--- src/rtl/tmr_pkg.sv ---
package tmr_pkg;

    localparam int NCORE = 3;

    typedef enum logic [1:0] {
        ST_LOCK   = 2'd0,
        ST_DEGR   = 2'd1,
        ST_RESYNC = 2'd2,
        ST_FATAL  = 2'd3
    } tmr_state_e;

    // Pairwise equality results of the three core words.
    typedef struct packed {
        logic eq01;
        logic eq12;
        logic eq02;
    } pair_eq_t;

    function automatic logic [NCORE-1:0] single_diverged(input pair_eq_t p);
        logic [NCORE-1:0] m;
        m[0] = p.eq12 & ~p.eq01;
        m[1] = p.eq02 & ~p.eq01;
        m[2] = p.eq01 & ~p.eq02;
        return m;
    endfunction

    // The two cores not flagged disagree.
    function automatic logic trusted_split(input logic [NCORE-1:0] flag, input pair_eq_t p);
        return (flag[0] & ~p.eq12) | (flag[1] & ~p.eq02) | (flag[2] & ~p.eq01);
    endfunction

endpackage

--- src/rtl/tmr_vote.sv ---
module tmr_vote
    import tmr_pkg::*;
#(
    parameter int DATA_W = 32
) (
    input  logic [DATA_W-1:0]  bus_in [NCORE],
    output logic [DATA_W-1:0]  maj,
    output pair_eq_t           peq,
    output logic [NCORE-1:0]   cur_mism,
    output logic               nomaj
);

    logic [NCORE-1:0] eq_v;

    // Pair k compares core k with core (k+1) mod 3.
    for (genvar k = 0; k < NCORE; k++) begin : g_pair
        assign eq_v[k] = (bus_in[k] == bus_in[(k+1) % NCORE]);
    end

    assign peq.eq01 = eq_v[0];
    assign peq.eq12 = eq_v[1];
    assign peq.eq02 = eq_v[2];

    assign maj = (bus_in[0] & bus_in[1]) | (bus_in[1] & bus_in[2]) | (bus_in[0] & bus_in[2]);

    assign cur_mism = single_diverged(peq);
    assign nomaj    = ~peq.eq01 & ~peq.eq12 & ~peq.eq02;

endmodule

--- src/rtl/tmr_seq.sv ---
module tmr_seq
    import tmr_pkg::*;
#(
    parameter int TIMEOUT = 4096
) (
    input  logic              clk,
    input  logic              rst,
    input  pair_eq_t          peq,
    input  logic [NCORE-1:0]  cur_mism,
    input  logic              nomaj,
    input  logic              resync_permit,
    input  logic              resync_done,
    output tmr_state_e        st,
    output logic [NCORE-1:0]  mism_q,
    output logic              fault_now,
    output logic              start_q
);

    localparam int CW = (TIMEOUT > 2) ? $clog2(TIMEOUT) : 1;
    localparam logic [CW-1:0] LAST = CW'(TIMEOUT - 1);

    logic [CW-1:0] cnt_q;

    always_comb begin
        fault_now = nomaj;
        if (st == ST_DEGR && trusted_split(mism_q, peq))
            fault_now = 1'b1;
    end

    always_ff @(posedge clk) begin
        if (rst) begin
            st      <= ST_LOCK;
            mism_q  <= '0;
            cnt_q   <= '0;
            start_q <= 1'b0;
        end else begin
            start_q <= 1'b0;
            unique case (st)
                ST_LOCK: begin
                    if (fault_now) begin
                        st <= ST_FATAL;
                    end else if (|cur_mism) begin
                        st     <= ST_DEGR;
                        mism_q <= cur_mism;
                    end
                end
                ST_DEGR: begin
                    if (fault_now) begin
                        st <= ST_FATAL;
                    end else if (resync_permit) begin
                        st      <= ST_RESYNC;
                        start_q <= 1'b1;
                        cnt_q   <= '0;
                    end
                end
                ST_RESYNC: begin
                    if (resync_done) begin
                        st     <= ST_LOCK;
                        mism_q <= '0;
                    end else if (cnt_q == LAST) begin
                        st <= ST_FATAL;
                    end else begin
                        cnt_q <= cnt_q + 1'b1;
                    end
                end
                default: st <= ST_FATAL;
            endcase
        end
    end

    // a start strobe only follows a permitted exit from degraded mode
    a_r4_start_needs_permit: assert property (@(posedge clk) disable iff (rst)
        start_q |-> ($past(resync_permit) && $past(st) == ST_DEGR));

    // flags clear only on a completion edge
    a_r6_clear_on_done: assert property (@(posedge clk) disable iff (rst)
        $fell(|mism_q) |-> $past(resync_done));

    // a timeout fatal happens only after the full window
    a_r7_timeout_window: assert property (@(posedge clk) disable iff (rst)
        (st == ST_FATAL && $past(st) == ST_RESYNC) |-> ($past(cnt_q) == LAST));

    // fatal state is absorbing
    a_r10_fatal_hold: assert property (@(posedge clk) disable iff (rst)
        (st == ST_FATAL) |=> (st == ST_FATAL));

endmodule

--- src/rtl/tmr_out.sv ---
module tmr_out
    import tmr_pkg::*;
#(
    parameter int               DATA_W    = 32,
    parameter logic [DATA_W-1:0] IDLE_WORD = '0
) (
    input  tmr_state_e         st,
    input  logic               fault_now,
    input  logic [DATA_W-1:0]  maj,
    output logic [DATA_W-1:0]  voted_bus,
    output logic               voted_valid
);

    logic running;

    assign running     = (st == ST_LOCK) || (st == ST_DEGR);
    assign voted_valid = running && !fault_now;
    assign voted_bus   = voted_valid ? maj : IDLE_WORD;

endmodule

--- src/rtl/tmr_lockstep_voter.sv ---
module tmr_lockstep_voter
    import tmr_pkg::*;
#(
    parameter int                DATA_W    = 32,
    parameter int                TIMEOUT   = 4096,
    parameter logic [DATA_W-1:0] IDLE_WORD = '0
) (
    input  logic              clk,
    input  logic              rst,
    input  logic [DATA_W-1:0] core0_bus,
    input  logic [DATA_W-1:0] core1_bus,
    input  logic [DATA_W-1:0] core2_bus,
    input  logic              resync_permit,
    input  logic              resync_done,
    output logic [DATA_W-1:0] voted_bus,
    output logic              voted_valid,
    output logic [2:0]        core_mismatch,
    output logic              degraded,
    output logic              resync_req,
    output logic              resync_start,
    output logic              fatal_err
);

    logic [DATA_W-1:0] bus_arr [NCORE];
    logic [DATA_W-1:0] maj;
    pair_eq_t          peq;
    logic [NCORE-1:0]  cur_mism;
    logic [NCORE-1:0]  mism_q;
    logic              nomaj;
    logic              fault_now;
    logic              start_q;
    tmr_state_e        st;

    assign bus_arr[0] = core0_bus;
    assign bus_arr[1] = core1_bus;
    assign bus_arr[2] = core2_bus;

    tmr_vote #(.DATA_W(DATA_W)) u_vote (
        .bus_in   (bus_arr),
        .maj      (maj),
        .peq      (peq),
        .cur_mism (cur_mism),
        .nomaj    (nomaj)
    );

    tmr_seq #(.TIMEOUT(TIMEOUT)) u_seq (
        .clk           (clk),
        .rst           (rst),
        .peq           (peq),
        .cur_mism      (cur_mism),
        .nomaj         (nomaj),
        .resync_permit (resync_permit),
        .resync_done   (resync_done),
        .st            (st),
        .mism_q        (mism_q),
        .fault_now     (fault_now),
        .start_q       (start_q)
    );

    tmr_out #(.DATA_W(DATA_W), .IDLE_WORD(IDLE_WORD)) u_out (
        .st          (st),
        .fault_now   (fault_now),
        .maj         (maj),
        .voted_bus   (voted_bus),
        .voted_valid (voted_valid)
    );

    assign core_mismatch = mism_q;
    assign degraded      = (st == ST_DEGR);
    assign resync_req    = (st == ST_DEGR);
    assign resync_start  = start_q;
    assign fatal_err     = (st == ST_FATAL);

    // the output is never valid in the first resync cycle
    a_r5_invalid_at_start: assert property (@(posedge clk) disable iff (rst)
        resync_start |-> !voted_valid);

    // a three-way split leads to the fatal flag
    a_r8_split_fatal: assert property (@(posedge clk) disable iff (rst)
        (voted_valid == 1'b0 && (st == ST_LOCK) && core0_bus != core1_bus
         && core1_bus != core2_bus && core0_bus != core2_bus) |=> fatal_err);

endmodule

--- config.mk ---
export PLATFORM = sky130hd
export DESIGN_NAME = tmr_lockstep_voter
export DESIGN_NICKNAME = d
export VERILOG_FILES = /design/src/rtl/tmr_pkg.sv /design/src/rtl/tmr_vote.sv /design/src/rtl/tmr_seq.sv /design/src/rtl/tmr_out.sv /design/src/rtl/tmr_lockstep_voter.sv
export SDC_FILE = /design/constraint.sdc
export NUM_CORES = 1
export LEC_CHECK = 0
export CORE_ASPECT_RATIO = 0.5
export CORE_UTILIZATION = 45
export CTS_BUF_LIST = sky130_fd_sc_hd__clkbuf_4
export CTS_CLUSTER_SIZE = 28
export DETAILED_ROUTE_END_ITERATION = 7
export PLACE_DENSITY = 0.89
export SLEW_MARGIN = 20
export SYNTH_ARGS = -nofsm -noshare
export SYNTH_HDL_FRONTEND = slang
export SYNTH_SLANG_ARGS = --single-unit
export TNS_END_PERCENT = 100
--- constraint.sdc ---
create_clock -name clk -period 4.07 [get_ports clk]
set_clock_uncertainty 0.1 [all_clocks]
set_input_delay 0.6105 -clock clk [delete_from_list [all_inputs] [get_ports clk]]
set_output_delay 0.6105 -clock clk [all_outputs]
set_load 0.005 [all_outputs]
==> out/results.ini, run 1 <==
[synthesis]
synth_cell_types=41
seq_area_frac_synth_pct=13.2
synth.area.top_cells=ha_1 (44%), dfxtp_1 (13%), o31a_1 (10%)
avgSynthCellArea_sq_um=9.74
synthFlopType=dfxtp_1
synth_nets=478
synthCells=281
ys_warn_count=0
synth_edf_count=0
syn_area_sq_mm=0.00274
synthArstFlopShare_pct=0
ys_ff_latch=18
synth_commonest_cells=ha_1 (97), o31a_1 (32), nor4_1 (25), dfxtp_1 (18), a31oi_1 (13)
yosysTopAreaCell=ha_1
synth_top_area_share_pct=44.3
post-synth-top-count-cell=ha_1

[placement]
io_buffers=139
place_hpwl_mm=7.82
place_congestion=0.852

[die]
pin_count=140
die_y_microns=57.2
start_util_pct=48.4
chipWidth_microns=112
rows=19

[outcome]
status=did not finish
stop_error=[ERROR GRT-0232] Routing congestion too high. Check the congestion heatmap in the GUI.
stop_stage=global routing

[sta]
postGrtWorstEndpoint=voted_bus[5]
worst_path_end_type=top-level output

[global_routing]
track_usage_pct=87.7
globalRouteOverflowTotal=216
grt_max_degree=17

[cts]
cts.sinks=18
cts_buffers=3
htree_levels=1
clock-root-buffer=clkbuf_4
clockBufferDepth=2

per-stage QoR:
step                worst slack, ns  cells  cell area [sq um]
CTS                         -0.0287    537               4690
detailed placement           -0.428    512               4370
global placement             -0.271    512               4370
floorplan                      1.02    281               2740
cells by family after synthesis:
| group | Yosys count | share of synthesized area [%] |
|---|---|---|
| fa+ha+maj | 97 | 44.3 |
| simple gates | 84 | 17.9 |
| compound gates | 70 | 21.0 |
| flops | 18 | 13.2 |
| buf+inv | 8 | 2.10 |
| mux | 4 | 1.46 |
metal layers:
layer  global-route usage, %  GRT overflow
met1                    86.1             4
met5                    29.6             0
met3                    71.1             0
met2                     106           131
met4                    98.3            81
timing repair:
| action | 4_1_cts |
|---|---|
| cloned | 2 |
| hold buffers | 0 |
| resized for setup | 79 |
| setup endpoints to repair | 33 |
| setup buffers | 19 |
| hold endpoints to repair | 0 |
| pin swaps | 31 |
==> inputs of run 2 (changes only) <==
- CORE_ASPECT_RATIO: 0.5 -> default
- CORE_UTILIZATION: 45 -> 30
- CTS_BUF_LIST: sky130_fd_sc_hd__clkbuf_4 -> default
- CTS_CLUSTER_SIZE: 28 -> default
- PLACE_DENSITY: 0.89 -> default
- PLACE_DENSITY_LB_ADDON: default -> 0.15
==> run 2 against run 1 <==
  * The run now ends clean
  * Synthesized area unchanged
  * Synthesized cell count unchanged
==> out/results.ini, run 2 <==
[final_layout]
fin_area_sq_mm=0.00515
n_antenna_cell=0
layout-drive-gt1-share_pct=25.0
final_util_pct=58.8
top_register=u_seq.cnt_q
layout.nets=662
mostFrequentLayoutCells=ha_1 (80), dlymetal6s2s_1 (56), clkdlybuf4s50_1 (45)
largest_reg_flops=12
fillers=762
area_growth_pct=88.1
top_regs=u_seq.cnt_q x12, u_seq.mism_q x3, u_seq.st x2
instances_no_fill=572
final_common_cell=ha_1

[setup_path]
crit_fanout=6
cp_common_cell=buf_6
r2r_start=u_seq.cnt_q[0]
crit_path_top_delay_cell=clkdlybuf4s50_1
crit_type=in2out
critical_path_arrival_ns=3.30
crit_start=core2_bus[11]
slowest_delay_ns=0.44
crit_family=buffers and inverters
worst_setup_path_end_kind=primary output
path_cells=clkdlybuf4s50_1 > ha_1 > nor4_2 > nand4_1 > o21ai_1 > nand3_2 > a211oi_4 > buf_6 > buf_6 > clkbuf_16 > o31a_1 > dlygate4sd2_1
cp.buffers_inverters=5
start_kind=input pin
cp.required_ns=3.36

[global_routing]
globalRouteOverflowTotal=0
grt_max_degree=17
track_usage_pct=19.9
grt_pass1_wl_mm=15.5
grt_antenna_before_repair=0
grt.met1_usage_pct=25.7
grt-busiest-layer=met2
first_global_vias=3093
grt_use_met3_pct=2.37
grtUsageMet2_pct=35.4

[synthesis]
synth_nets=478  ; unchanged
synthCells=281  ; unchanged
synth_commonest_cells=ha_1 (97), o31a_1 (32), nor4_1 (25), dfxtp_1 (18), a31oi_1 (13)
synth_edf_count=0  ; unchanged
yosysTopAreaCell=ha_1
seq_area_frac_synth_pct=13.2  ; unchanged
synthArstFlopShare_pct=0  ; unchanged
avgSynthCellArea_sq_um=9.74  ; unchanged
synth_top_area_share_pct=44.3  ; unchanged
ys_warn_count=0  ; unchanged
synth.area.top_cells=ha_1 (44%), dfxtp_1 (13%), o31a_1 (10%)
synth_cell_types=41  ; unchanged
syn_area_sq_mm=0.00274  ; unchanged
synthFlopType=dfxtp_1
ys_ff_latch=18  ; unchanged
post-synth-top-count-cell=ha_1

[power_and_ir_drop]
finalPower_mw=0.653
vdd_ir_drop_max_uv=172
power_leakage_nw=2.62
pwr-share-seq_pct=28.2
p_int_mw=0.444
p_clk_share_pct=22.8
switchingPower_mw=0.208
share_comb_of_total_power_pct=49.0
netSwitchingFraction_pct=31.9
p_per_area_mw_per_mm2=127

[sta]
final.setup.worst_slack_ns=0.0576
min_period_over_period_pct=98.6
max_freq_mhz=249
max_slew_margin_pct=57.6
layout_min_cycle_time_ns=4.01
holdWs_ns=0.377
tightest_slew_ns=0.634
maxSlewViolCount=0
hold_viol=0
finalSetupViolations=0
tns_ns=0

[routing]
via_count=3077
vias_per_cell=5.38
drc=0
dr.pass1.iters=4
wirelength_mm=10.0
drt-initial-drc-count=73
avgRoutedWirePerCell_microns=17.5
antenna_left=0

[hold_path]
min_from=u_seq.cnt_q[7]
hold_class=reg2reg

[placement]
place_hpwl_mm=7.68  ; -1.8%
dp.cells=546  ; +6.6%
place_congestion=0.823  ; -3.4%
post-place-ws_ns=-0.340  ; +0.0885 ns
dpl_cell_area_sq_mm=0.00439  ; +0.54%
io_buffers=139  ; unchanged

[cts]
hold_buffers=0  ; unchanged
cts.clk_slew.worst_paths_ns=0.07
clockBufferDepth=2  ; unchanged
cts.sinks=18  ; unchanged
htree_levels=1  ; unchanged
cts_tree=yes
clock-root-buffer=clkbuf_8
clk_latency_ns=0.26
cts_buffers=3  ; unchanged

[outcome]
status=complete, no violations

[die]
die-area_sq_mm=0.00951
pin_count=140  ; unchanged
start_util_pct=31.2  ; -17 points
chipWidth_microns=97.5  ; -13%
die_y_microns=97.5  ; +71%
rows=34  ; +15
core_area_sq_mm=0.00876

[flow_run]
drv_cap=0

run 2: repair_timing:
item / 4_1_cts / 5_1_grt
pin swaps: 14 / 63
setup endpoints to repair: 33 / 37
resized for setup: 65 / 113
buffers inserted: 15 / 6
cloned: 1 / 1
run 2: routing by layer:
| layer | part of all wire, % | up-vias | wire [microns] |
|---|---|---|---|
| met2 | 50 | 98 | 5040 |
| met3 | 4.2 | 10 | 418 |
| li1 | - | 1512 | - |
| met5 | 0 | - | 0 |
| met1 | 44 | 1457 | 4450 |
| met4 | 1.3 | 0 | 129 |
run 2: logic make-up (layout without fill, tap and decap cells):
family	after synthesis	count (layout)	synth area share (%)
AO/OA/AOI/OAI	70	70	21.0
adder cells (fa/ha/maj)	97	97	44.3
buffers and inverters	8	191	2.10
flip-flops	18	18	13.2
multiplexers	4	4	1.46
AND/OR/NAND/NOR	84	84	17.9
run 2: worst paths after layout:
kind	end	slack [ns]	depth (start not counted)
hold / removal	u_seq.cnt_q[7]	0.38	1
setup / recovery	voted_bus[8]	0.06	12
hold reg to reg	u_seq.cnt_q[7]	0.38	1
setup reg to reg	u_seq.cnt_q[8]	1.76	8
run 2: worst register-to-register path, stage by stage, from the launching register on:
cell and delay [ns]:
dfxtp_1 0.37, ha_1 0.23, nand2_1 0.14, nor4_2 0.54
a211o_1 0.26, and2b_1 0.16, o31ai_2 0.07, buf_4 0.18
a31oi_1 0.18
run 2: cell type report:
type | instances | area [sq um] | area share, %
inverters | 2 | 7.51 | 0.146
multi-input cells | 255 | 2740 | 53.1
well taps | 108 | 135 | 2.62
flip-flops and latches | 18 | 360 | 7.00
clock buffers | 4 | 55.1 | 1.07
repair buffers | 185 | 1860 | 36.1
run 2: power by group through the flow:
stage | logic [mW] | registers, mW | clock network, mW
final | 0.320 | 0.184 | 0.149
after global routing | 0.355 | 0.185 | 0.161
after CTS | 0.290 | 0.184 | 0.155
after detailed placement | 0.265 | 0.188 | 0
after global placement | 0.262 | 0.188 | 0
after floorplan | 0.0945 | 0.185 | 0
Power figures use the tool's default switching activity.
